**src/rtl/frame_rx.sv**
```systemverilog
module frame_rx #(
  parameter int DEPTH = 4,
  parameter int CW = $clog2(DEPTH + 1)
) (
  input  logic          clk,
  input  logic          rst_n,
  input  logic          fsync,
  input  logic          din,
  input  logic [1:0]    dly_code,
  input  logic [2:0]    len_code,
  input  logic [1:0]    just_code,
  input  logic [CW-1:0] thresh,
  input  logic          rd_en,
  output logic [31:0]   rd_data,
  output logic          rdy,
  output logic          ovr_flag,
  output logic          unf_flag,
  output logic          fserr_flag,
  input  logic [2:0]    clr_flags
);
  localparam int AW = (DEPTH > 1) ? $clog2(DEPTH) : 1;

  typedef enum logic [1:0] {S_IDLE, S_DLY, S_SHIFT} st_t;

  st_t          st;
  logic [1:0]   dcnt;
  logic [5:0]   bcnt;
  logic [31:0]  sr;
  logic [31:0]  mem [DEPTH];
  logic [AW-1:0] wptr, rptr;
  logic [CW-1:0] count, cnt_nxt, thr_eff;

  logic [5:0]  wlen;
  logic [1:0]  dly_eff;
  logic [31:0] word, head, just_val;
  logic [4:0]  sh;
  logic        last, full, empty, push, pop, ovr_set, unf_set, fs_set;

  always_comb begin
    case (len_code)
      3'd0:    wlen = 6'd8;
      3'd1:    wlen = 6'd12;
      3'd2:    wlen = 6'd16;
      3'd3:    wlen = 6'd20;
      3'd4:    wlen = 6'd24;
      default: wlen = 6'd32;
    endcase
  end

  assign dly_eff = (dly_code == 2'd3) ? 2'd2 : dly_code;
  assign word    = {sr[30:0], din};
  assign full    = (count == CW'(DEPTH));
  assign empty   = (count == '0);
  assign last    = (st == S_SHIFT) && !fsync && (bcnt == wlen - 6'd1);
  assign push    = last && !full;
  assign ovr_set = last && full;
  assign fs_set  = fsync && (st != S_IDLE);
  assign pop     = rd_en && !empty;
  assign unf_set = rd_en && empty;
  assign cnt_nxt = count + CW'(push) - CW'(pop);
  assign thr_eff = (thresh == '0) ? CW'(1) : thresh;

  // bit capture and framing
  always_ff @(posedge clk or negedge rst_n) begin
    if (!rst_n) begin
      st   <= S_IDLE;
      dcnt <= '0;
      bcnt <= '0;
      sr   <= '0;
    end else if (fsync) begin
      if (dly_eff == 2'd0) begin
        st   <= S_SHIFT;
        sr   <= {31'b0, din};
        bcnt <= 6'd1;
      end else begin
        st   <= S_DLY;
        dcnt <= dly_eff - 2'd1;
        sr   <= '0;
      end
    end else begin
      case (st)
        S_DLY: begin
          if (dcnt == 2'd0) begin
            st   <= S_SHIFT;
            sr   <= {31'b0, din};
            bcnt <= 6'd1;
          end else begin
            dcnt <= dcnt - 2'd1;
          end
        end
        S_SHIFT: begin
          sr   <= word;
          bcnt <= bcnt + 6'd1;
          if (last) st <= S_IDLE;
        end
        default: st <= S_IDLE;
      endcase
    end
  end

  // receive buffer
  always_ff @(posedge clk) begin
    if (push) mem[wptr] <= word;
  end

  always_ff @(posedge clk or negedge rst_n) begin
    if (!rst_n) begin
      wptr  <= '0;
      rptr  <= '0;
      count <= '0;
      rdy   <= 1'b0;
    end else begin
      if (push) wptr <= (wptr == AW'(DEPTH - 1)) ? '0 : wptr + AW'(1);
      if (pop)  rptr <= (rptr == AW'(DEPTH - 1)) ? '0 : rptr + AW'(1);
      count <= cnt_nxt;
      if (cnt_nxt == '0)          rdy <= 1'b0;
      else if (cnt_nxt >= thr_eff) rdy <= 1'b1;
    end
  end

  // readout justification
  assign head = mem[rptr];
  assign sh   = 5'(6'd32 - wlen);
  always_comb begin
    case (just_code)
      2'd1:    just_val = 32'($signed(head << sh) >>> sh);
      2'd2:    just_val = head << sh;
      default: just_val = head;
    endcase
  end

  always_ff @(posedge clk or negedge rst_n) begin
    if (!rst_n)   rd_data <= '0;
    else if (pop) rd_data <= just_val;
  end

  // sticky error flags
  always_ff @(posedge clk or negedge rst_n) begin
    if (!rst_n) begin
      ovr_flag   <= 1'b0;
      unf_flag   <= 1'b0;
      fserr_flag <= 1'b0;
    end else begin
      if (ovr_set)           ovr_flag <= 1'b1;
      else if (clr_flags[0]) ovr_flag <= 1'b0;
      if (unf_set)           unf_flag <= 1'b1;
      else if (clr_flags[1]) unf_flag <= 1'b0;
      if (fs_set)            fserr_flag <= 1'b1;
      else if (clr_flags[2]) fserr_flag <= 1'b0;
    end
  end

  a_r4_no_overflow: assert property (@(posedge clk) disable iff (!rst_n)
    count <= CW'(DEPTH));
  a_r5_rdy_nonempty: assert property (@(posedge clk) disable iff (!rst_n)
    rdy |-> count != '0);
  a_r7_ovr_when_full: assert property (@(posedge clk) disable iff (!rst_n)
    $rose(ovr_flag) |-> $past(count) == CW'(DEPTH));
  a_r8_unf_holds_data: assert property (@(posedge clk) disable iff (!rst_n)
    (rd_en && count == '0) |=> ($stable(rd_data) && unf_flag));
  a_r9_fserr_set: assert property (@(posedge clk) disable iff (!rst_n)
    (fsync && st != S_IDLE) |=> fserr_flag);
  a_r1_idle_stays: assert property (@(posedge clk) disable iff (!rst_n)
    (st == S_IDLE && !fsync) |=> st == S_IDLE);
endmodule

```
**config.mk**
```make
export PLATFORM = sky130hd
export DESIGN_NAME = frame_rx
export DESIGN_NICKNAME = d
export VERILOG_FILES = /design/src/rtl/frame_rx.sv
export SDC_FILE = /design/constraint.sdc
export NUM_CORES = 1
export LEC_CHECK = 0
export BUFFER_PORTS_ARGS = -buffer_cell sky130_fd_sc_hd__clkbuf_2
export CAP_MARGIN = 20
export CORE_MARGIN = 4
export CORE_UTILIZATION = 45
export DETAILED_ROUTE_END_ITERATION = 16
export SLEW_MARGIN = 20
export SYNTH_ARGS = -nofsm -noshare
export SYNTH_HDL_FRONTEND = slang
export SYNTH_SLANG_ARGS = --single-unit
```
**constraint.sdc**
```tcl
create_clock -name clk -period 2.9 [get_ports clk]
set_input_delay 0 -clock clk [delete_from_list [all_inputs] [get_ports clk]]
set_output_delay 0 -clock clk [all_outputs]
set_load 0.01 [all_outputs]
```
==> results by stage <==
Placed design:
- Detailed placement finished with a half-perimeter wire length of around 24000 um.
- The final RePlAce weighted congestion is 0.981.
- The area of placed instances is about 12000 um2.
- The number of input and output port buffers inserted is 53.

Min path:
- The hold path startpoint is thresh[0].
- The type of the worst min-delay path is primary input to flip-flop.

Critical path:
- The most frequent cell on the critical path is sky130_fd_sc_hd__inv_1.
- The sum of buffers and inverters on the critical path is 2.
- The type of destination of the critical path is a flip-flop.
- The launch instance of the worst register-to-register path is bcnt[2].
- The setup slack of the worst register-to-register path is just under 0.03 ns.
- The kind of cell with the highest combined delay along the critical path is adder cells.
- For this run, the slowest stage of the critical path takes 0.57 ns.
- Walking the worst path, the cells encountered are xnor2_1, nand4b_1, nor2_2, nand2_4, a21oi_2, inv_1, ha_1, inv_1, ha_2, fa_2, ha_4, a21boi_2, o21ai_1, a21oi_1.
- The critical setup path kind is flip-flop to flip-flop.
- The data required time at the worst endpoint is between 3 and 4 ns.
- Of all nets on the critical path, the largest fanout is 3.
- STA puts the critical path data arrival time at 3.29 ns.
- On the critical path, the stage with the largest delay is an instance of sky130_fd_sc_hd__fa_2.
- The critical path launch point type is a flip-flop.
- The critical path launch point is bcnt[2].

Logic synthesis:
- In this run the cell area of the synthesized design comes to approximately 11000 um2.
- The synthesized design contains 212 register bits.
- In the synthesized netlist the dominant register cell turns out to be sky130_fd_sc_hd__edfxtp_1.
- The number of enable-type register cells in the synthesized netlist is about 130.
- Synthesis produced ~870 cells.
- The share of the Yosys chip area taken by registers is 0.554.
- The mean area per synthesized cell is approximately 12 um2.
- Synthesis produced a netlist with a net count of a little over 900.
- Of all flip-flops after synthesis, the portion carrying an async set or reset was 0.396.
- The number of distinct standard cells referenced by the synthesized netlist is roughly 80.
- During synthesis, Yosys emitted a total of 0 warnings.

STA:
- The ratio of final minimum period to clock period is 0.990.
- The final-report hold violation count is 0.
- Setup repair after global routing could not meet its margin everywhere.
- The final setup violation count is 0.
- The smallest clock period supported by the final layout is computed as ~2.9 ns.
- Static timing analysis puts the maximum clock frequency at about 0.35 GHz.
- The tightest slew margin relative to the limit is 0.353.
- The final number of max-transition violations is 0.
- The post-route clock skew is 0.0136 ns.
- At the pin with the least slew margin, the transition time is a little under 1 ns.

Clock network:
- The clock passes through at most 3 buffers.
- The number of H-tree levels is 1.
- The buffer type at the clock tree root is sky130_fd_sc_hd__clkbuf_16.
- The CTS tree is yes.
- The insertion delay to the later sink of the worst-skew pair is 0.53 ns.
- Counting every sink on the clock net gives 212.
- Clock-pin slew was measured on the worst setup and hold paths at roughly 0.060 ns.
- Clock tree synthesis inserted a total of 23 buffers.

Power:
- Across the VDD grid, the largest voltage drop is about 0.51 mV.
- Summed over all cells, the static leakage comes to 5.11 nW.
- The total power divided by cell area is ~840 nW/um2.

Cells and area:
- The area growth from synthesis to layout is 19.2%.
- The count of antenna diodes in the layout is 0.
- Once layout is complete, the utilization of the core stands at 0.545.
- Of the cells placed in the final design, the portion with a size suffix greater than 1 is 0.250.
- The net count of the finished layout is approximately 1100.
- The finished cells cover ~13000 um2.

Detailed routing:
- For this block, the via count after detailed routing is between 8000 and 9000.
- For this block, the initial DRC count from the detailed router was 800.
- The average via count per standard cell is ~6.1.
- Dividing the detail-routed wire length by the instance count gives approximately 25 um.
- The number of remaining DRC errors is 0.
- The post-route antenna net violation count is 0.
- The pre-antenna-repair detailed-routing pass consisted of 5 iterations.
- The total wire length is 33700 um.

Global route:
- The first-pass GRT wire length is roughly 52000 um.
- The maximum number of pins on one net before global-route repair is between 70 and 80.
- The total track usage is 0.258.
- The number of antenna violations at the first check in global routing is 0.
- The number of global-route vias before repair is around 8300.
- For this run the aggregate overflow at the end of global routing stands at 0.

Die:
- The die is about 160 um tall.
- The floorplan step defined a core boundary enclosing roughly 23000 um2.
- The number of I/O pins is 54.
- The width of the die is about 160 um.
- After floorplanning, the core was divided into 56 placement rows.
- The area of the die is 26400 um2.
- The initial utilization of the core area, before any placement, comes to 0.457.

Job:
- The tool flagged a number of max-cap violations equal to 0.

Status:
- The run finished with clean final reports.
==> flip-flops by register name (all words and copies together) (netlist names) <==
register / cells
mem: 128
rd_data: 32
sr: 31
bcnt: 6
count: 3
dcnt: 2
rptr: 2
st: 2
wptr: 2
fserr_flag: 1
ovr_flag: 1
rdy: 1
unf_flag: 1
==> metal layers <==
| layer | global-route usage | up-vias | part of all wire |
|---|---|---|---|
| met4 | 0.140 | 2 | 0.062 |
| met3 | 0.0342 | 96 | 0.064 |
| li1 | - | 3703 | - |
| met5 | 0.0114 | - | 0.0013 |
| met2 | 0.391 | 393 | 0.45 |
| met1 | 0.361 | 4106 | 0.42 |
==> repair_timing <==
action / CTS / global route
endpoints found under the setup margin: 1 / 3
endpoints found under the hold margin: 82 / 0
pin swaps: 8 / 6
resized for setup: 5 / 6
buffers inserted: 3 / 0
hold buffers: 14 / 0
==> kinds of logic after synthesis <==
family                     after synthesis  share of synthesized area
and+or+nand+nor                        217                     0.0930
DFF                                    212                      0.554
AOI/OAI and AO/OA                      271                      0.173
xor gates and xnor gates                 9                    0.00734
muxes                                   67                      0.107
adders and majority gates               14                     0.0170
buffers and inverters                   84                     0.0479
==> metrics by stage <==
stage	power [W]	setup TNS (ns)	hold slack [ns]	std cells	setup slack, ns
finish	0.0107	0	0.0757	1361	0.0292
global route	0.0113	-0.127	0.132	1361	-0.127
CTS	0.0107	-0.0138	0.0694	1361	-0.0138
detailed placement	0.00802	-0.118	0.198	1303	-0.118
global placement	0.00803	-0.0498	0.191	1303	-0.0498
floorplan	0.00629	0	-0.296	874	0.0310
==> synth_stat cells, types with 12 or more instances <==
cell type / n / area [um2]
sky130_fd_sc_hd__edfxtp_1: 128 / 3840
sky130_fd_sc_hd__dfrtp_1: 84 / 2100
sky130_fd_sc_hd__nor2_1: 72 / 270
sky130_fd_sc_hd__nand2_1: 67 / 251
sky130_fd_sc_hd__o21ai_0: 61 / 305
sky130_fd_sc_hd__a21oi_1: 43 / 215
sky130_fd_sc_hd__a22o_1: 38 / 333
sky130_fd_sc_hd__clkbuf_1: 34 / 128
sky130_fd_sc_hd__mux4_2: 26 / 586
sky130_fd_sc_hd__o22ai_1: 26 / 163
sky130_fd_sc_hd__inv_1: 23 / 86.3
sky130_fd_sc_hd__mux2i_1: 21 / 210
sky130_fd_sc_hd__nor3_1: 15 / 75.1
sky130_fd_sc_hd__nand3_1: 14 / 70.1
sky130_fd_sc_hd__ha_1: 13 / 163
sky130_fd_sc_hd__a221oi_1: 12 / 105
==> final timing paths <==
kind / endpoint / depth (start not counted)
min in group asynchronous: rd_data[9] / 2
worst min-delay path: rdy / 6
worst min register to register: rd_data[5] / 2
worst max-delay path: rdy / 14
worst max register to register: rdy / 14
max in group asynchronous: sr[9] / 3
==> layout by cell type, fill, tap and decap left out, types with 26 or more instances in the layout <==
| master | Yosys | routed |
|---|---|---|
| sky130_fd_sc_hd__nor2_1 | 72 | 71 |
| sky130_fd_sc_hd__a22o_1 | 38 | 38 |
| sky130_fd_sc_hd__a21oi_1 | 43 | 42 |
| sky130_fd_sc_hd__buf_4 | 2 | 115 |
| sky130_fd_sc_hd__clkbuf_2 | 0 | 52 |
| sky130_fd_sc_hd__o21ai_0 | 61 | 60 |
| sky130_fd_sc_hd__nand2_1 | 67 | 66 |
| sky130_fd_sc_hd__mux4_2 | 26 | 26 |
| sky130_fd_sc_hd__o22ai_1 | 26 | 26 |
| sky130_fd_sc_hd__edfxtp_1 | 128 | 128 |
| sky130_fd_sc_hd__dfrtp_1 | 84 | 82 |
==> layout make-up <==
type | count | area, um2
Fill cell | 2051 | 10700
Sequential cell | 212 | 5950
Multi-Input combinational cell | 578 | 4320
Timing Repair Buffer | 186 | 1360
Clock buffer | 29 | 608
Tap cell | 319 | 399
Inverter | 25 | 96.3
Clock inverter | 12 | 66.3
==> worst min-delay path, delay by kind of cell <==
| kind | cells | cell delay (ns) |
|---|---|---|
| adders and majority gates | 1 | 0.16 |
| buffers and inverters | 1 | 0.07 |
| AOI/OAI and AO/OA | 4 | 0.34 |
==> power by group <==
| part | internal, W | total (W) | switching (W) |
|---|---|---|---|
| registers | 0.00348 | 0.00375 | 0.000272 |
| logic | 0.00192 | 0.00433 | 0.00241 |
| clock network | 0.00148 | 0.00265 | 0.00117 |
| total | 0.00688 | 0.0107 | 0.00385 |
Note: power is estimated with default switching activity, not from simulation.
